### src/rtl/sram_ctrl_pkg.sv
package sram_ctrl_pkg;

    typedef enum logic [2:0] {
        ST_IDLE   = 3'd0,
        ST_SETUP  = 3'd1,
        ST_ACCESS = 3'd2,
        ST_HOLD   = 3'd3,
        ST_GAP    = 3'd4
    } phase_e;

    function automatic int unsigned max4(input int unsigned a, input int unsigned b,
                                         input int unsigned c, input int unsigned d);
        int unsigned m;
        m = a;
        if (b > m) m = b;
        if (c > m) m = c;
        if (d > m) m = d;
        return m;
    endfunction

endpackage

### src/rtl/sram_phase_timer.sv
module sram_phase_timer #(
    parameter int CNT_W = 4
) (
    input  logic             clk,
    input  logic             rst_n,
    input  logic             load,
    input  logic [CNT_W-1:0] load_val,
    output logic             last
);
    logic [CNT_W-1:0] cnt_q;

    always_ff @(posedge clk or negedge rst_n) begin
        if (!rst_n) begin
            cnt_q <= '0;
        end else if (load) begin
            cnt_q <= load_val;
        end else if (cnt_q != '0) begin
            cnt_q <= cnt_q - 1'b1;
        end
    end

    assign last = (cnt_q == '0);

endmodule

### src/rtl/sram_req_latch.sv
module sram_req_latch #(
    parameter int ADDR_W = 17,
    parameter int DATA_W = 16,
    parameter int LANES  = 2
) (
    input  logic              clk,
    input  logic              rst_n,
    input  logic              load,
    input  logic              write_in,
    input  logic [ADDR_W-1:0] addr_in,
    input  logic [DATA_W-1:0] wdata_in,
    input  logic [LANES-1:0]  mask_in,
    output logic              write_q,
    output logic [ADDR_W-1:0] addr_q,
    output logic [DATA_W-1:0] wdata_q,
    output logic [LANES-1:0]  mask_q
);
    always_ff @(posedge clk or negedge rst_n) begin
        if (!rst_n) begin
            write_q <= 1'b0;
            addr_q  <= '0;
            wdata_q <= '0;
            mask_q  <= '0;
        end else if (load) begin
            write_q <= write_in;
            addr_q  <= addr_in;
            wdata_q <= wdata_in;
            mask_q  <= mask_in;
        end
    end
endmodule

### src/rtl/sram_read_capture.sv
module sram_read_capture #(
    parameter int DATA_W = 16,
    parameter int LANES  = 2
) (
    input  logic              clk,
    input  logic              rst_n,
    input  logic              capture,
    input  logic [LANES-1:0]  lane_en,
    input  logic [DATA_W-1:0] bus_in,
    output logic              rd_valid,
    output logic [DATA_W-1:0] rd_data
);
    localparam int LANE_W = DATA_W / LANES;

    logic [DATA_W-1:0] masked;

    for (genvar g = 0; g < LANES; g++) begin : g_lane
        assign masked[g*LANE_W +: LANE_W] = lane_en[g] ? bus_in[g*LANE_W +: LANE_W] : '0;
    end

    always_ff @(posedge clk or negedge rst_n) begin
        if (!rst_n) begin
            rd_valid <= 1'b0;
            rd_data  <= '0;
        end else begin
            rd_valid <= capture;
            if (capture) begin
                rd_data <= masked;
            end
        end
    end

    // the valid strobe never lasts more than one cycle
    p_rdvalid_pulse_r7: assert property (@(posedge clk) disable iff (!rst_n)
        rd_valid |=> !rd_valid);

endmodule

### src/rtl/sram_bus_ctrl.sv
module sram_bus_ctrl
    import sram_ctrl_pkg::*;
#(
    parameter int ADDR_W     = 17,
    parameter int DATA_W     = 16,
    parameter int SETUP_CYC  = 1,
    parameter int ACCESS_CYC = 14,
    parameter int HOLD_CYC   = 1,
    parameter int GAP_CYC    = 1
) (
    input  logic                     clk,
    input  logic                     rst_n,
    input  logic                     req_valid,
    output logic                     req_ready,
    input  logic                     req_write,
    input  logic [ADDR_W-1:0]        req_addr,
    input  logic [DATA_W-1:0]        req_wdata,
    input  logic [DATA_W/8-1:0]      req_mask,
    output logic                     rd_valid,
    output logic [DATA_W-1:0]        rd_data,
    output logic [ADDR_W-1:0]        sram_addr,
    output logic [DATA_W-1:0]        sram_dq_out,
    output logic                     sram_dq_oe,
    input  logic [DATA_W-1:0]        sram_dq_in,
    output logic                     sram_ce_n,
    output logic                     sram_oe_n,
    output logic                     sram_we_n,
    output logic [DATA_W/8-1:0]      sram_bs_n
);
    localparam int LANES = DATA_W / 8;
    localparam int MAXC  = int'(max4(SETUP_CYC, ACCESS_CYC, HOLD_CYC, GAP_CYC));
    localparam int CNT_W = (MAXC > 1) ? $clog2(MAXC) : 1;
    localparam logic [CNT_W-1:0] SETUP_LD  = CNT_W'(SETUP_CYC - 1);
    localparam logic [CNT_W-1:0] ACCESS_LD = CNT_W'(ACCESS_CYC - 1);
    localparam logic [CNT_W-1:0] HOLD_LD   = CNT_W'(HOLD_CYC - 1);
    localparam logic [CNT_W-1:0] GAP_LD    = CNT_W'(GAP_CYC - 1);

    phase_e             state_q, state_d;
    logic               accept;
    logic               t_load, t_last;
    logic [CNT_W-1:0]   t_val;
    logic               wr_q;
    logic [ADDR_W-1:0]  addr_q;
    logic [DATA_W-1:0]  wdata_q;
    logic [LANES-1:0]   mask_q;
    logic               capture;

    assign req_ready = (state_q == ST_IDLE);
    assign accept    = req_valid && req_ready;

    sram_req_latch #(
        .ADDR_W (ADDR_W),
        .DATA_W (DATA_W),
        .LANES  (LANES)
    ) i_latch (
        .clk      (clk),
        .rst_n    (rst_n),
        .load     (accept),
        .write_in (req_write),
        .addr_in  (req_addr),
        .wdata_in (req_wdata),
        .mask_in  (req_mask),
        .write_q  (wr_q),
        .addr_q   (addr_q),
        .wdata_q  (wdata_q),
        .mask_q   (mask_q)
    );

    sram_phase_timer #(
        .CNT_W (CNT_W)
    ) i_timer (
        .clk      (clk),
        .rst_n    (rst_n),
        .load     (t_load),
        .load_val (t_val),
        .last     (t_last)
    );

    // next state and phase counter reload
    always_comb begin
        state_d = state_q;
        t_load  = 1'b0;
        t_val   = '0;
        unique case (state_q)
            ST_IDLE: begin
                if (accept) begin
                    state_d = ST_SETUP;
                    t_load  = 1'b1;
                    t_val   = SETUP_LD;
                end
            end
            ST_SETUP: begin
                if (t_last) begin
                    state_d = ST_ACCESS;
                    t_load  = 1'b1;
                    t_val   = ACCESS_LD;
                end
            end
            ST_ACCESS: begin
                if (t_last) begin
                    state_d = ST_HOLD;
                    t_load  = 1'b1;
                    t_val   = HOLD_LD;
                end
            end
            ST_HOLD: begin
                if (t_last) begin
                    state_d = ST_GAP;
                    t_load  = 1'b1;
                    t_val   = GAP_LD;
                end
            end
            ST_GAP: begin
                if (t_last) begin
                    state_d = ST_IDLE;
                end
            end
            default: state_d = ST_IDLE;
        endcase
    end

    // state register
    always_ff @(posedge clk or negedge rst_n) begin
        if (!rst_n) begin
            state_q <= ST_IDLE;
        end else begin
            state_q <= state_d;
        end
    end

    // pin decode
    always_comb begin
        sram_ce_n  = 1'b1;
        sram_oe_n  = 1'b1;
        sram_we_n  = 1'b1;
        sram_bs_n  = '1;
        sram_dq_oe = 1'b0;
        unique case (state_q)
            ST_IDLE, ST_GAP: begin
            end
            ST_SETUP: begin
                sram_ce_n  = 1'b0;
                sram_bs_n  = ~mask_q;
                sram_oe_n  = wr_q;
                sram_dq_oe = wr_q;
            end
            ST_ACCESS: begin
                sram_ce_n  = 1'b0;
                sram_bs_n  = ~mask_q;
                sram_oe_n  = wr_q;
                sram_we_n  = ~wr_q;
                sram_dq_oe = wr_q;
            end
            ST_HOLD: begin
                sram_ce_n  = 1'b0;
                sram_bs_n  = ~mask_q;
                sram_dq_oe = wr_q;
            end
            default: begin
            end
        endcase
    end

    assign sram_addr   = addr_q;
    assign sram_dq_out = wdata_q;
    assign capture     = (state_q == ST_ACCESS) && t_last && !wr_q;

    sram_read_capture #(
        .DATA_W (DATA_W),
        .LANES  (LANES)
    ) i_capture (
        .clk      (clk),
        .rst_n    (rst_n),
        .capture  (capture),
        .lane_en  (mask_q),
        .bus_in   (sram_dq_in),
        .rd_valid (rd_valid),
        .rd_data  (rd_data)
    );

    // write enable never overlaps output enable
    p_we_oe_excl_r4: assert property (@(posedge clk) disable iff (!rst_n)
        !sram_we_n |-> sram_oe_n);

    // data driver only after output enable has been high for a cycle
    p_drive_after_oe_r6: assert property (@(posedge clk) disable iff (!rst_n)
        sram_dq_oe |-> (sram_oe_n && $past(sram_oe_n)));

    // address steady while the chip stays selected
    p_addr_stable_r3: assert property (@(posedge clk) disable iff (!rst_n)
        (!sram_ce_n && $past(!sram_ce_n)) |-> $stable(sram_addr));

    // ready only with the bus deselected
    p_ready_idle_r2: assert property (@(posedge clk) disable iff (!rst_n)
        req_ready |-> sram_ce_n);

    // strobes follow the accepted mask during the write pulse
    p_strobe_we_r5: assert property (@(posedge clk) disable iff (!rst_n)
        !sram_we_n |-> (!sram_ce_n && (sram_bs_n == ~mask_q)));

endmodule

### config.mk
export PLATFORM = sky130hd
export DESIGN_NAME = sram_bus_ctrl
export DESIGN_NICKNAME = d
export VERILOG_FILES = /design/src/rtl/sram_ctrl_pkg.sv /design/src/rtl/sram_phase_timer.sv /design/src/rtl/sram_req_latch.sv /design/src/rtl/sram_read_capture.sv /design/src/rtl/sram_bus_ctrl.sv
export SDC_FILE = /design/constraint.sdc
export NUM_CORES = 1
export LEC_CHECK = 0
export BUFFER_PORTS_ARGS = -buffer_cell sky130_fd_sc_hd__buf_4
export CORE_AREA = 5 5 76 78
export CTS_BUF_LIST = sky130_fd_sc_hd__clkbuf_8
export DETAILED_ROUTE_END_ITERATION = 7
export DIE_AREA = 0 0 81 83
export GPL_TIMING_DRIVEN = 1
export HOLD_SLACK_MARGIN = 0.1
export PLACE_DENSITY = 0.85
export SKIP_LAST_GASP = 1
export SLEW_MARGIN = 20
export SYNTH_ARGS = -nofsm -noshare
export SYNTH_HDL_FRONTEND = slang
export SYNTH_SLANG_ARGS = --single-unit
### constraint.sdc
create_clock -name clk -period 2.75 [get_ports clk]
set_clock_uncertainty 0.2 [all_clocks]
set_input_delay 0.275 -clock clk [delete_from_list [all_inputs] [get_ports clk]]
set_output_delay 0.275 -clock clk [all_outputs]
set_load 0.01 [all_outputs]
* Yosys cells after proc, flatten, opt, wreduce, memory -nomap -nowiden
Cells that the tools add are included.
** Word-level totals
- Logic and storage cells :: 51
- Output and inout port bits :: 57
- Bits in latches :: 0
- Memories :: 0
- Register bits after elaboration :: 60
- Bits in read-only memories :: 0
- RAM bits :: 0
- Bits of input ports :: 55
** Cells by class
- Bitwise operators :: 2
- Div/mod/pow operators :: 0
- Equal/unequal tests :: 9
- Multiply operators :: 0
- Magnitude comparators :: 0
- Reductions and logical operators :: 11
- Mux-type cells :: 20
- Shifts and indexed selects :: 0
- Add/subtract/negate cells :: 1
** Operators by type and width (count)
- $mux 4 :: 4
- $mux 8 :: 2
- $mux 3 :: 5
- $pmux 3 s5 :: 1
- $ne 2x2->1 const B :: 4
- $eq 3x2->1 const B :: 2
- $mux 1 :: 6
- $reduce_and 5->1 :: 1
- $logic_not 4->1 :: 1
- $reduce_bool 4->1 :: 1
- $sub 4x1->4 const B :: 1
- $eq 3x1->1 const B :: 1
- $eq 3x3->1 const B :: 1
- $logic_and 1x1->1 :: 3
- $logic_not 3->1 :: 1
- $reduce_or 3->1 :: 1
- $mux 2 :: 1
- $ne 2x1->1 const B :: 1
- $not 2->2 :: 1
- $pmux 1 s2 :: 1
- $reduce_bool 2->1 :: 1
- $reduce_or 2->1 :: 1
- $logic_not 1->1 :: 1
- $not 1->1 :: 1

* Longest topological paths before layout
- Depth after elaboration :: 5
- Depth in mapped cells :: 8
- Mapped depth without buffers :: 7

* By module
Synthesis repeated with hierarchy kept, for this count alone.
** Second synthesis, totals
- Cells, all modules :: 200
- Area, all modules :: 2678.8 um^2
** Modules (own cells, without submodules)
- sram_req_latch :: times used 1, area each 1490.2 um^2, cells an instance 76, sequential area each 900.9 um^2
- sram_read_capture :: times used 1, area each 673.1 um^2, cells an instance 70, sequential area each 425.4 um^2
- sram_bus_ctrl :: times used 1, area each 281.5 um^2, cells an instance 32, sequential area each 75.1 um^2
- sram_phase_timer :: times used 1, area each 234.0 um^2, cells an instance 22, sequential area each 100.1 um^2

* Worst setup path after synthesis
OpenSTA, ideal clock, no wires.
- Kind :: flip-flop to flip-flop
- Start :: register i_timer.cnt_q[0]
- End :: register state_q[0]
- Data arrival time :: 1.436 ns
- Stages on the path, launching flop included :: 8
- Required time :: 2.470 ns
- Clock period less this slack :: 1.717 ns
- Buffers on the path :: 1
- Setup slack :: 1.033 ns
- Cells stage by stage :: dfrtp_1 -> inv_1 -> ha_1 -> or3b_1 -> buf_2 -> a21oi_1 -> nor2_1 -> nor3_2
** Between the ends
- Longest elaborated chain between the ends :: 3
- Elaborated cells between the ends (all ways) :: 6
- Those cells by class :: 4 x eq/ne; 2 x reduce/logical
** RTL lines
- from (decl) :: RTL line sram_phase_timer.sv:10 : logic [CNT_W-1:0] cnt_q;
- from (signal assigned) :: RTL line sram_phase_timer.sv:16 : cnt_q <= load_val;
- from (signal assigned) :: RTL line sram_phase_timer.sv:18 : cnt_q <= cnt_q - 1'b1;
- $logic_not 4->1 * :: RTL line sram_phase_timer.sv:22 : assign last = (cnt_q == '0);
- $ne 2x2->1 (no source line)
- $reduce_and 5->1 (no source line) *
- to (signal assigned) :: RTL line sram_bus_ctrl.sv:127 : state_q <= state_d;
- to (decl) :: RTL line sram_bus_ctrl.sv:38 : phase_e state_q, state_d;
Every way passes the cells marked *; elsewhere a longest branch is shown, timed or not.
A chain may end at the register's enable or synchronous reset.

* Worst setup path after layout
- Start :: register state_q[1]
- End :: output sram_ce_n
** Between the ends
- Longest elaborated chain between the ends :: 3
- Elaborated cells between the ends (all ways) :: 5
- Those cells by class :: 3 x eq/ne; 1 x mux; 1 x reduce/logical
** RTL lines
- $eq 3x2->1 / $eq 3x1->1 (equally long branches) :: RTL line sram_bus_ctrl.sv:138 : unique case (state_q)
- $reduce_or 3->1 (no source line) *
- $mux 1 * :: RTL line sram_bus_ctrl.sv:138
- to (decl) :: RTL line sram_bus_ctrl.sv:25 : output logic sram_ce_n,
Marked as above.

==> out/qor.txt <==
Status: completed
Final worst-path cycle share: 0.803
Launch point of the critical path: state_q[1]
Mux contribution to synthesized area: 0.169
First-pass GRT wire length: 12.3 mm
Cell taking the most area after synthesis: dfrtp_1
Mapped Cells: 205
Most common cell after layout, fill and taps aside: buf_4
TritonCTS clock tree: built
Core footprint: 5010 sq um
Pleak: 1.97 nW
GRT Overall Usage: 0.240
Clock Tree Root: clkbuf_8
# IOs: 112
Die width: 81 um
DRC Markers: 0
RSZ-0062 raised after global routing: false
Layout Cells excl Fill: 445
Hold/Removal Path Class: in2reg
Worst Setup End Kind: output pin
CTS Buf Count: 9
Via count: 2,295
Max Clock Freq: 453 MHz
Final #Nets: 426
CTS Sinks: 60
Initial drt markers: 123
Critical Path Start Type: flip-flop
Share of the synthesized area in the top cell type: 0.596
Final setup viols: 0
Mean Syn Cell Area: 12.3 sq um
Filler instances: 294
Minimum clock period: 2.21 ns
Worst skew pair latency: 0.33 ns
Yosys warning count: 0
Post-synth EDFFs: 0
Synth area leaders: dfrtp_1 60%, mux2_2 8.5%, mux2_1 8.0%
Netlist cell types: 35
Final Hold Viols: 0
Vert. Die Dim: 83 um
PD cells: 1050 nW/um^2
Final wirelength: 7.66 mm
Slew HR: 0.515
Hold path startpoint: req_valid
WP data arrival: 1.73 ns
Vias in the first global route: 2,553
Max Cap Violations: 0
Layout cell share with drive strength beyond 1: 0.414
Post-Synth Simple-Gate Area: 0.148
CP Class: reg2out
Vias per cell: 5.16
Worst endpoint required time: 2.28 ns
Initial antenna violation count: 1
Sequential fraction of the synthesis area: 0.596
Die area: 6720 sq um
Largest family of logic cells by synthesized area: multiplexers
Remaining global-route overflow: 0
Compound-Gate Fraction of Synth Area: 0.0278
Placement Rows: 26
Commonest cells after routing, fill and taps aside: 113 x buf_4, 60 x dfrtp_1, 53 x dlygate4sd3_1
Final GP Congestion: 0.791
Largest net degree at the start of global routing: 61
H-tree depth: 3
Reg2reg start: i_timer.cnt_q[0]
CTS Buffer Depth: 2
Synth Area in Adders: 0.00496
Crit-path max FO: 14
Dpl hpwl: 4.47 mm
Port bufs: 111
P&R area growth vs syn: 62.4%
Initial Utilization: 0.503
Slew Viols, Final: 0
Synth Flop Type: dfrtp_1
Post-synth ARST share: 1.00
Placed insts: 376
Synth Area in XOR/XNOR: 0.00695
DR pass1 iterations: 4
Worst-Margin Slew: 0.728 ns
Routed Antenna Nets: 0
VDD IR max: 0.620 mV
Mapped Area: 2520 sq um
Synth Register Bits: 60
Routed WL per cell: 17.2 um
Clock-pin slew on the worst setup and hold paths: 0.07 ns
Syn Nets: 261
Resized cells post-CTS: 0
Setup_tns: 0 ns
==> routing by layer <==
layer	vias up	part of all wire	GRT usage	wire length (um)
met5	-	0	0	0
met4	0	0.037	0.137	285
met3	26	0.058	0.0671	442
met2	111	0.56	0.423	4260
met1	1135	0.35	0.249	2670
li1	1023	-	-	-
==> registers in the layout, indices dropped and copies added, names as in the netlist <==
register,cells
i_latch.wdata_q,16
i_timer.cnt_q,4
i_capture.rd_data,16
i_capture.rd_valid,1
i_latch.mask_q,2
state_q,3
i_latch.write_q,1
i_latch.addr_q,17
==> what timing repair did <==
| action | in CTS | in global routing |
|---|---|---|
| hold buffers | 53 | 0 |
| setup buffers | 0 | 0 |
| endpoints found under the hold margin | 112 | 0 |
==> power by group <==
| part | internal, W | switching (W) | total, W | leakage, nW |
|---|---|---|---|---|
| logic | 0.00102 | 0.000853 | 0.00188 | 1.17 |
| clock network | 0.000433 | 0.000339 | 0.000772 | 0.0956 |
| registers | 0.00131 | 0.000359 | 0.00167 | 0.700 |
==> area by class of cell <==
type | instances | area [sq um] | area share
Tap cell | 70 | 87.6 | 0.0214
Clock inverter | 5 | 53.8 | 0.0131
Inverter | 7 | 26.3 | 0.00642
Antenna cell | 1 | 2.50 | 0.000611
Clock buffer | 10 | 138 | 0.0336
Timing Repair Buffer | 166 | 1380 | 0.337
Multi-Input combinational cell | 126 | 907 | 0.222
Sequential cell | 60 | 1500 | 0.367
==> critical path, cell delays in order, from the launching register on <==
cell and delay (ns):
dfrtp_1 0.67, nor2_1 0.16, nor2_1 0.27, inv_1 0.13, buf_4 0.16
==> kinds of logic after synthesis <==
logic type,Yosys count
AO/OA/AOI/OAI,10
XOR/XNOR,2
adder cells (fa/ha/maj),1
buffers and inverters,19
flip-flops,60
multiplexers,38
AND/OR/NAND/NOR,75
==> path summary, 6_finish.rpt <==
kind                                         end  slack (ns)  depth (start not counted)
hold reg to reg             i_capture.rd_data[1]        0.27                          2
max in group asynchronous      i_latch.addr_q[5]        1.50                          2
min in group asynchronous     i_latch.wdata_q[0]        0.37                          2
hold / removal                  i_timer.cnt_q[3]        0.14                          4
setup reg to reg           i_capture.rd_data[15]        0.57                          7
setup / recovery                       sram_ce_n        0.54                          4
==> Yosys cell counts (2+ instances only) <==
library cell and n:
nand3_1 17, nor3_2 2, nand2_1 35, nor2_1 9
xnor2_1 2, mux2_2 19, a21oi_1 3, inv_1 5
buf_2 5, mux2_1 18, buf_6 5, dfrtp_1 60
inv_2 2, nor3_1 2
==> metrics by stage <==
stage / power, W / worst slack (ns) / hold slack [ns] / util / cell area [sq um]
floorplan: 0.00254 / 1.03 / -0.221 / - / 2520
global placement: 0.00336 / 0.751 / 0.181 / 0.673 / 3370
detailed placement: 0.00343 / 0.626 / 0.184 / 0.673 / 3370
CTS: 0.00428 / 0.564 / 0.117 / 0.817 / 4090
global route: 0.00457 / 0.399 / 0.154 / 0.817 / 4100
finish: 0.00432 / 0.541 / 0.141 / 0.817 / 4100
Power figures use the tool's default switching activity.
